## src/rtl/vmask_pkg.sv

```systemverilog
`timescale 1ns/1ps
package vmask_pkg;
  parameter int VEC_W    = 512;
  parameter int NUM_MASK = 8;
  parameter int MASK_W   = VEC_W / 8;
  parameter int IDX_W    = $clog2(NUM_MASK);

  // strobes from the control half to the datapath half
  typedef struct packed {
    logic load;   // capture a new masked result
    logic busy;   // output stage currently holds a result
  } ctrlStrobes_t;
endpackage

```

## src/rtl/vmask_file.sv

```systemverilog
`timescale 1ns/1ps
module vmask_file #(
  parameter int NUM_MASK = vmask_pkg::NUM_MASK,
  parameter int MASK_W   = vmask_pkg::MASK_W,
  parameter int IDX_W    = vmask_pkg::IDX_W
) (
  input  logic              clk,
  input  logic              rst,
  input  logic              wrEn,
  input  logic [IDX_W-1:0]  wrIdx,
  input  logic [MASK_W-1:0] wrData,
  input  logic [IDX_W-1:0]  rdIdx,
  output logic [MASK_W-1:0] rdMask
);
  logic [NUM_MASK-1:0][MASK_W-1:0] maskRegs;

  always_ff @(posedge clk) begin
    if (rst) begin
      maskRegs <= '0;
    end else if (wrEn) begin
      maskRegs[wrIdx] <= wrData;
    end
  end

  // index 0 is the "all lanes enabled" selector; its storage is never read
  always_comb begin
    if (rdIdx == '0) rdMask = '1;
    else             rdMask = maskRegs[rdIdx];
  end

  a_r7_write_lands: assert property (@(posedge clk) disable iff (rst)
    wrEn |=> maskRegs[$past(wrIdx)] == $past(wrData));

  a_r10_file_cleared: assert property (@(posedge clk)
    rst |=> maskRegs == '0);
endmodule

```

## src/rtl/vmask_ctrl.sv

```systemverilog
`timescale 1ns/1ps
module vmask_ctrl
  import vmask_pkg::*;
(
  input  logic         clk,
  input  logic         rst,
  input  logic         inValid,
  input  logic         outReady,
  output logic         inReady,
  output logic         outValid,
  output ctrlStrobes_t strobes
);
  logic validQ;
  logic accept;

  assign inReady  = !validQ || outReady;
  assign accept   = inValid && inReady;
  assign outValid = validQ;

  always_ff @(posedge clk) begin
    if (rst)           validQ <= 1'b0;
    else if (accept)   validQ <= 1'b1;
    else if (outReady) validQ <= 1'b0;
  end

  always_comb begin
    strobes.load = accept && !rst;
    strobes.busy = validQ;
  end

  a_r8_accept_valid: assert property (@(posedge clk) disable iff (rst)
    inValid && inReady |=> outValid);

  a_r8_hold_valid: assert property (@(posedge clk) disable iff (rst)
    outValid && !outReady |=> outValid);

  a_r8_drain: assert property (@(posedge clk) disable iff (rst)
    outValid && outReady && !inValid |=> !outValid);

  a_r9_stall: assert property (@(posedge clk) disable iff (rst)
    outValid && !outReady |-> !inReady);
endmodule

```

## src/rtl/vmask_datapath.sv

```systemverilog
`timescale 1ns/1ps
module vmask_datapath
  import vmask_pkg::*;
#(
  parameter int VEC_W  = vmask_pkg::VEC_W,
  parameter int MASK_W = vmask_pkg::MASK_W
) (
  input  logic              clk,
  input  logic              rst,
  input  ctrlStrobes_t      strobes,
  input  logic [VEC_W-1:0]  opResult,
  input  logic [VEC_W-1:0]  mergeSrc,
  input  logic [MASK_W-1:0] laneMask,
  input  logic              zeroMode,
  input  logic              elemWide,
  output logic [VEC_W-1:0]  outData
);
  localparam int NBYTES  = VEC_W / 8;
  localparam int PER_WIDE = 4;

  logic [NBYTES-1:0] byteEn;
  logic [VEC_W-1:0]  nextData;

  for (genvar b = 0; b < NBYTES; b++) begin : g_byte
    // a wide lane spans four bytes that share one predicate bit
    assign byteEn[b] = elemWide ? laneMask[b / PER_WIDE] : laneMask[b];
    assign nextData[b*8 +: 8] = byteEn[b] ? opResult[b*8 +: 8]
                              : (zeroMode ? 8'h00 : mergeSrc[b*8 +: 8]);
  end

  always_ff @(posedge clk) begin
    if (strobes.load) outData <= nextData;
  end

  a_r5_all_pass: assert property (@(posedge clk) disable iff (rst)
    strobes.load && !elemWide && (laneMask == '1) |=> outData == $past(opResult));

  a_r3_all_merge: assert property (@(posedge clk) disable iff (rst)
    strobes.load && !zeroMode && (laneMask == '0) |=> outData == $past(mergeSrc));

  a_r4_all_zero: assert property (@(posedge clk) disable iff (rst)
    strobes.load && zeroMode && (laneMask == '0) |=> outData == '0);
endmodule

```

## src/rtl/vmask_unit.sv

```systemverilog
`timescale 1ns/1ps
module vmask_unit
  import vmask_pkg::*;
#(
  parameter int VEC_W    = vmask_pkg::VEC_W,
  parameter int NUM_MASK = vmask_pkg::NUM_MASK,
  parameter int MASK_W   = VEC_W / 8,
  parameter int IDX_W    = $clog2(NUM_MASK)
) (
  input  logic              clk,
  input  logic              rst,
  input  logic              inValid,
  output logic              inReady,
  input  logic [VEC_W-1:0]  opResult,
  input  logic [VEC_W-1:0]  mergeSrc,
  input  logic [IDX_W-1:0]  maskSel,
  input  logic              zeroMode,
  input  logic              elemWide,
  output logic              outValid,
  input  logic              outReady,
  output logic [VEC_W-1:0]  outData,
  input  logic              mwrEn,
  input  logic [IDX_W-1:0]  mwrIdx,
  input  logic [MASK_W-1:0] mwrData
);
  ctrlStrobes_t      strobes;
  logic [MASK_W-1:0] laneMask;

  vmask_file #(.NUM_MASK(NUM_MASK), .MASK_W(MASK_W), .IDX_W(IDX_W)) u_file (
    .clk   (clk),
    .rst   (rst),
    .wrEn  (mwrEn),
    .wrIdx (mwrIdx),
    .wrData(mwrData),
    .rdIdx (maskSel),
    .rdMask(laneMask)
  );

  vmask_ctrl u_ctrl (
    .clk     (clk),
    .rst     (rst),
    .inValid (inValid),
    .outReady(outReady),
    .inReady (inReady),
    .outValid(outValid),
    .strobes (strobes)
  );

  vmask_datapath #(.VEC_W(VEC_W), .MASK_W(MASK_W)) u_dp (
    .clk     (clk),
    .rst     (rst),
    .strobes (strobes),
    .opResult(opResult),
    .mergeSrc(mergeSrc),
    .laneMask(laneMask),
    .zeroMode(zeroMode),
    .elemWide(elemWide),
    .outData (outData)
  );

  a_r6_sel_zero_pass: assert property (@(posedge clk) disable iff (rst)
    inValid && inReady && (maskSel == '0) |=> outData == $past(opResult));

  a_r8_hold_data: assert property (@(posedge clk) disable iff (rst)
    outValid && !outReady |=> $stable(outData));
endmodule

```

## config.mk

```make
export PLATFORM = sky130hd
export DESIGN_NAME = vmask_unit
export DESIGN_NICKNAME = d
export VERILOG_FILES = /design/src/rtl/vmask_pkg.sv /design/src/rtl/vmask_file.sv /design/src/rtl/vmask_ctrl.sv /design/src/rtl/vmask_datapath.sv /design/src/rtl/vmask_unit.sv
export SDC_FILE = /design/constraint.sdc
export NUM_CORES = 2
export LEC_CHECK = 0
export BUFFER_PORTS_ARGS = -buffer_cell sky130_fd_sc_hd__buf_2
export CORE_AREA = 2 2 637 639
export CTS_CLUSTER_DIAMETER = 100
export DETAILED_ROUTE_END_ITERATION = 8
export DIE_AREA = 0 0 639 641
export GPL_TIMING_DRIVEN = 0
export PLACE_DENSITY = 0.3
export SYNTH_ARGS = -nofsm -noshare
export SYNTH_HDL_FRONTEND = slang
export SYNTH_SLANG_ARGS = --single-unit
```

## constraint.sdc

```tcl
create_clock -name clk -period 62.9 [get_ports clk]
set_input_delay 6.29 -clock clk [delete_from_list [all_inputs] [get_ports clk]]
set_output_delay 6.29 -clock clk [all_outputs]
set_load 0.05 [all_outputs]
```

# ---- Yosys cells after proc, flatten, opt, wreduce, memory -nomap -nowiden
# Cells that the tools add are included.
dict set report word_totals {
  reg_bits 1025
  wordCells 220
}
dict set report classes {
  n_reduce_logical 8
  order_cmp 3
  muxes 199
}
# cell n
set op_table {}
lappend op_table {{2-to-1 mux 8 bit} 128}
lappend op_table {{bitwise mux 512 bit} 1}
lappend op_table {{binary-select mux 64 bit (select 3 bit)} 1}
lappend op_table {{demux 64 bit (select 3 bit)} 1}
lappend op_table {{2-to-1 mux 64 bit} 3}
lappend op_table {{2-to-1 mux 1 bit} 65}
lappend op_table {{less-than comparator 3 x 4 -> 1 bit (second input constant)} 2}
lappend op_table {{greater-or-equal comparator 3 x 1 -> 1 bit (second input constant)} 1}
lappend op_table {{logical AND 1 bit} 3}
lappend op_table {{logical NOT 3 bit} 1}
lappend op_table {{logical NOT 1 bit} 2}
lappend op_table {{nonzero test 2 bit} 1}
lappend op_table {{logical OR 1 bit} 1}

# ---- Logic depth before layout (Yosys ltp)
dict set report depth {
  depth_word 5
  mapped_depth 9
  mapped_depth_nobuf 5
}

# ---- By module
# Synthesis repeated with hierarchy kept, for this count alone.
dict set report unflattened {
  hier_cells 4130
  area_unflattened_um2 46000.4
}
# module n_inst area_each_um2 cells_each
set modules_own_cells {}
lappend modules_own_cells {vmask_datapath 1 26297.7 1656}
lappend modules_own_cells {vmask_file 1 19640.1 2468}
lappend modules_own_cells {vmask_ctrl 1 62.6 6}

# ---- Worst setup path after synthesis
# OpenSTA, ideal clock, no wires.
dict set report synth_timing {
  path_type {input-to-reg}
  start {input port rst}
  end {register u_dp.outData[0], enable pin}
  path_stages 3
  path_slack_ns 17.103
  arrival_time_ns 43.677
  path_cell_list {clkbuf_1 > clkbuf_1 > nor3b_1}
}
# item line
set synth_lines {}
lappend synth_lines {{start, declared} vmask_unit.sv:11} ;# input logic rst,
lappend synth_lines {{end signal, assigned} vmask_datapath.sv:32} ;# if (strobes.load) outData <= nextData;
lappend synth_lines {{end, declared} vmask_datapath.sv:16} ;# output logic [VEC_W-1:0] outData

# ---- Worst setup path in the final report
dict set report layout_timing {
  start {input port outReady}
  end {output port inReady}
}
dict set report layout_between {
  elab_chain_len 1
}
# item line
set layout_rtl {}
lappend layout_rtl {{start, declared} vmask_unit.sv:20} ;# input logic outReady,
lappend layout_rtl {{logical OR 1 bit} vmask_ctrl.sv:16} ;# assign inReady = !validQ || outReady;
lappend layout_rtl {{end, declared} vmask_unit.sv:13} ;# output logic inReady,
# Every way passes these cells.

==> impl.org <==
** Run status
- The flow ran to the end, and the final reports show no timing, DRC or antenna violations.

** CTS
- In this run the post-CTS setup repair buffer count came out at 0.
- Hold buffer count at cts :: 0
- Clock sink count :: 966
- Root buffer selected by CTS :: sky130_fd_sc_hd__clkbuf_16
- Clock tree from TritonCTS :: built
- In this run, CTS created clock tree buffers numbering 149.
- Clock tree buffer depth :: 4
- Clock H-tree levels :: 4
- Post_cts resized :: 0
- CTS clk-pin slew, worst paths :: 0.06 ns
- At the later pin of the worst-skew pair, clock insertion delay measures 0.87 ns.

** Yosys
- Unique cell type count in the Yosys netlist :: 63
- Post-synthesis area per instance :: 10.7 um^2
- Share of synthesized area occupied by flip-flops and latches :: 53.5%
- In the synthesized netlist the async set-or-reset flop fraction comes to 0%.
- Xor/xnor share of the synthesized area :: 0%
- Counting flops and latches in the post-synthesis netlist gives 966.
- Synthesized-area fraction occupied by and/or/nand/nor cells :: 15.6%
- Compound-gate portion of the synthesized area :: 9.34%
- The synthesized design contains 512 enable-type register cells.
- Post-synthesis instance area :: 45700 um^2
- Synthesized Nets :: 5365
- By area, the combinational part of the netlist is dominated by multiplexers.
- Fraction of synthesized cell area taken by the top area cell type :: 33.6%
- Dominant cells by area after synthesis :: sky130_fd_sc_hd__edfxtp_1 (34%), sky130_fd_sc_hd__dfxtp_1 (20%), sky130_fd_sc_hd__mux2_2 (10%)
- Of all cell types, the one taking the most synthesized area is sky130_fd_sc_hd__edfxtp_1.
- Summing the areas of all fa, ha and maj instances in the mapped netlist gives 0% of the synthesized area.
- Top flip-flop cell by instance count after synthesis :: sky130_fd_sc_hd__edfxtp_1
- For this run, the number of Yosys warnings is 0.
- Synthesis produced 4264 cells.
- In the synthesized netlist, mux cells make up 17.5% of the area.

** Floorplanning
- The floorplan step set the die width to 639 um.
- Placement row count :: 233
- Initial standard-cell utilization of the core :: 11.4%
- The floorplan step defined a core boundary enclosing 402000 um^2.
- In this run the count of I/O pins placed on the die edge is 1615.
- Measured along the y axis, the die boundary spans 641 um.
- Area of the die :: 410000 um^2

** Placement
- GPL Wtd Cong :: 0.923
- Post-detailed-placement cell area :: 60900 um^2
- In this run, placement finished with an instance count of 11200.
- Before CTS, the worst setup slack after placement is 49.68 ns.
- DPL Wire Length :: 238 mm
- Port buffering added 1541 buffers.

** Timing
- Worst slew margin relative to its limit :: 5.03%
- Final Skew :: 0.0621 ns
- At the pin with the least slew margin, the transition time is 1.42 ns.
- In the post-route analysis, the smallest setup slack over all paths is 49.69 ns.
- After layout, the minimum clock period comes to 13.21 ns.
- Final-report hold violation count :: 0
- Adding up every negative setup slack in the final design gives 0 ns.
- Slew Limit Fails :: 0
- Timing would allow up to 75.7 MHz.
- The worst path uses 21.0% of the clock period.
- Setup violations remaining at the end of the flow were counted as 0.
- Setup repair after global routing missed its margin :: false
- Smallest hold slack :: 0.452 ns

** Detailed routing
- Antenna violation net count after detailed routing :: 0
- Dividing the detail-routed wire length by the instance count gives 25.9 um.
- The routed layout has 40700 vias.
- In the routed design, unresolved DRC markers number 0.
- The first routing iteration left 2776 violations.
- Final WL :: 297 mm
- In the routed layout, each cell is associated on average with a via count of 3.55.
- First-pass iteration count of the detailed router :: 6

** Global route
- Entering global routing, the biggest net connects 14 pins.
- Initial antenna violation count :: 114
- GRT Total Usage :: 13.7%
- Gr ovfl total :: 0
- The first global-routing pass estimated 381 mm of wire.
- Vias in the first global route :: 40900

** Worst setup path
- The signal on the critical path passes through buf_2, nor2b_1, inv_1, buf_2.
- The number of buffers and inverters on the critical path is 3.
- CP endpoint kind :: output port
- STA puts the critical path data required time at 56.61 ns.
- Critical Path Fanout Max :: 3
- Broken down by cell family, the worst path's largest delay share belongs to buffers and inverters.
- Crit-path most repeated cell :: sky130_fd_sc_hd__buf_2
- Slowest library cell on the worst path :: sky130_fd_sc_hd__nor2b_1
- Critical path arrival :: 6.92 ns
- Sort of element at the start of the critical path :: input pin
- Worst setup path category :: in2out
- In this design, the stage delay of the slowest critical-path cell is 0.23 ns.

** Finish
- The finished layout holds 11500 standard cells, fillers aside.
- Final cell utilization of the core :: 16.4%
- Fillers :: 45300
- Summing all multi-input logic gate instances after layout gives 19400 um^2.
- The finished cells cover 65800 um^2.
- Syn-to-layout area delta :: 44.0%
- In the final layout, the share of cells above drive strength 1 is 41.7%.
- Total number of nets in the final design :: 7126
- Total area of sequential cells :: 24500 um^2

** Pwr
- For this design the ratio of total power to cell area is 28.4 nW/um^2.
- The analysis attributes to cell leakage a power of 24.8 nW.
- The worst-case IR drop observed on VDD is 0.0180 mV.
- The completed layout was analyzed and its total power is 1.87 mW.

** Min path
- Worst hold-check path type :: reg2reg

** Flow run
- Max-cap violations in this run came to 0.
==> worst min-delay path: stages, from the launching register on <==
cell and delay, ns:
sky130_fd_sc_hd__dfxtp_1 0.30, sky130_fd_sc_hd__nand2_1 0.05, sky130_fd_sc_hd__a21oi_1 0.05
==> final cells by class <==
cell class,instances,share of cell area [%]
sequential,966,37.2
multi-input combinational,2911,29.5
timing repair buffer,1610,13.0
tap,5287,10.0
clock buffer,197,6.31
buffer,366,2.71
clock inverter,73,1.06
inverter,21,0.120
antenna,22,0.0836
==> metal layers <==
layer  track usage (%)  wire length (um)  vias up
li1                  -                 -    18400
met1              16.3            119000    20200
met2              24.4            150000     1573
met3              2.63             17300      424
met4              4.91             10300       20
met5                 0               125        -
==> cell usage after synthesis, drive strengths merged (3+ instances only) <==
library cell  instances
a22oi                 6
a211oi               44
mux4                 14
a21oi               465
clkbuf              280
dfxtp               454
a32oi                 5
o21ai                41
a2bb2oi               4
o31a                 24
nor3                  4
o41ai                 8
o31ai                 5
nor2b               514
or3                   7
nor2                 64
nand2               920
edfxtp              512
inv                  20
nand4                 3
a221oi               10
nand3                 6
o22ai                31
buf                  86
a211o                 5
mux2                518
mux2i               159
nand2b               10
o21bai                3
and2                  3
o221ai               23
==> registers in the layout (all words and copies together), names as in the netlist <==
| signal | flops |
|---|---|
| u_file.maskRegs | 453 |
| u_ctrl.outValid | 1 |
| u_dp.outData | 512 |
==> kinds of logic (layout without fill, tap and decap cells) <==
| family | Yosys count | after routing |
|---|---|---|
| buffers and inverters | 387 | 2267 |
| AND/OR/NAND/NOR | 1534 | 1534 |
| flip-flops | 966 | 966 |
| multiplexers | 691 | 691 |
| other | 0 | 22 |
| AO/OA/AOI/OAI | 686 | 686 |
==> cells in the final DEF (no fill, tap or decap), types with 7 or more instances in the layout <==
cell / n
sky130_fd_sc_hd__a211oi_1: 42
sky130_fd_sc_hd__a21oi_1: 465
sky130_fd_sc_hd__buf_2: 1585
sky130_fd_sc_hd__buf_4: 19
sky130_fd_sc_hd__buf_6: 75
sky130_fd_sc_hd__buf_8: 11
sky130_fd_sc_hd__bufinv_16: 7
sky130_fd_sc_hd__clkbuf_1: 237
sky130_fd_sc_hd__clkbuf_16: 153
sky130_fd_sc_hd__clkbuf_2: 71
sky130_fd_sc_hd__clkbuf_8: 16
sky130_fd_sc_hd__clkinv_1: 17
sky130_fd_sc_hd__clkinv_2: 26
sky130_fd_sc_hd__dfxtp_1: 454
sky130_fd_sc_hd__diode_2: 22
sky130_fd_sc_hd__edfxtp_1: 512
sky130_fd_sc_hd__inv_1: 19
sky130_fd_sc_hd__inv_6: 8
sky130_fd_sc_hd__mux2_1: 30
sky130_fd_sc_hd__mux2_2: 424
sky130_fd_sc_hd__mux2_4: 64
sky130_fd_sc_hd__mux2i_1: 158
sky130_fd_sc_hd__mux4_2: 14
sky130_fd_sc_hd__nand2_1: 918
sky130_fd_sc_hd__nand2b_1: 10
sky130_fd_sc_hd__nor2_1: 58
sky130_fd_sc_hd__nor2b_1: 514
sky130_fd_sc_hd__o21ai_0: 10
sky130_fd_sc_hd__o21ai_2: 22
sky130_fd_sc_hd__o21ai_4: 9
sky130_fd_sc_hd__o221ai_1: 22
sky130_fd_sc_hd__o22ai_1: 30
sky130_fd_sc_hd__o31a_1: 24
sky130_fd_sc_hd__o41ai_1: 8
sky130_fd_sc_hd__or3_1: 7
==> where the power goes <==
| group | internal, mW | total (mW) | switching, mW |
|---|---|---|---|
| combinational | 0.103 | 0.311 | 0.209 |
| clock | 0.497 | 0.851 | 0.354 |
| sequential | 0.696 | 0.708 | 0.0117 |
==> final timing paths <==
path	slack, ns	to	depth (start not counted)	startpoint
min reg2reg	0.45	u_file.maskRegs[369]$_SDFFE_PP0P_	2	u_file.maskRegs[369]$_SDFFE_PP0P_
min	0.45	u_file.maskRegs[369]$_SDFFE_PP0P_	2	u_file.maskRegs[369]$_SDFFE_PP0P_
max	49.69	inReady	4	outReady
max reg2reg	57.86	u_dp.outData[472]$_DFFE_PP_	24	u_ctrl.outValid$_SDFFE_PP0P_
No activity file was read; power rests on OpenSTA's default activity.
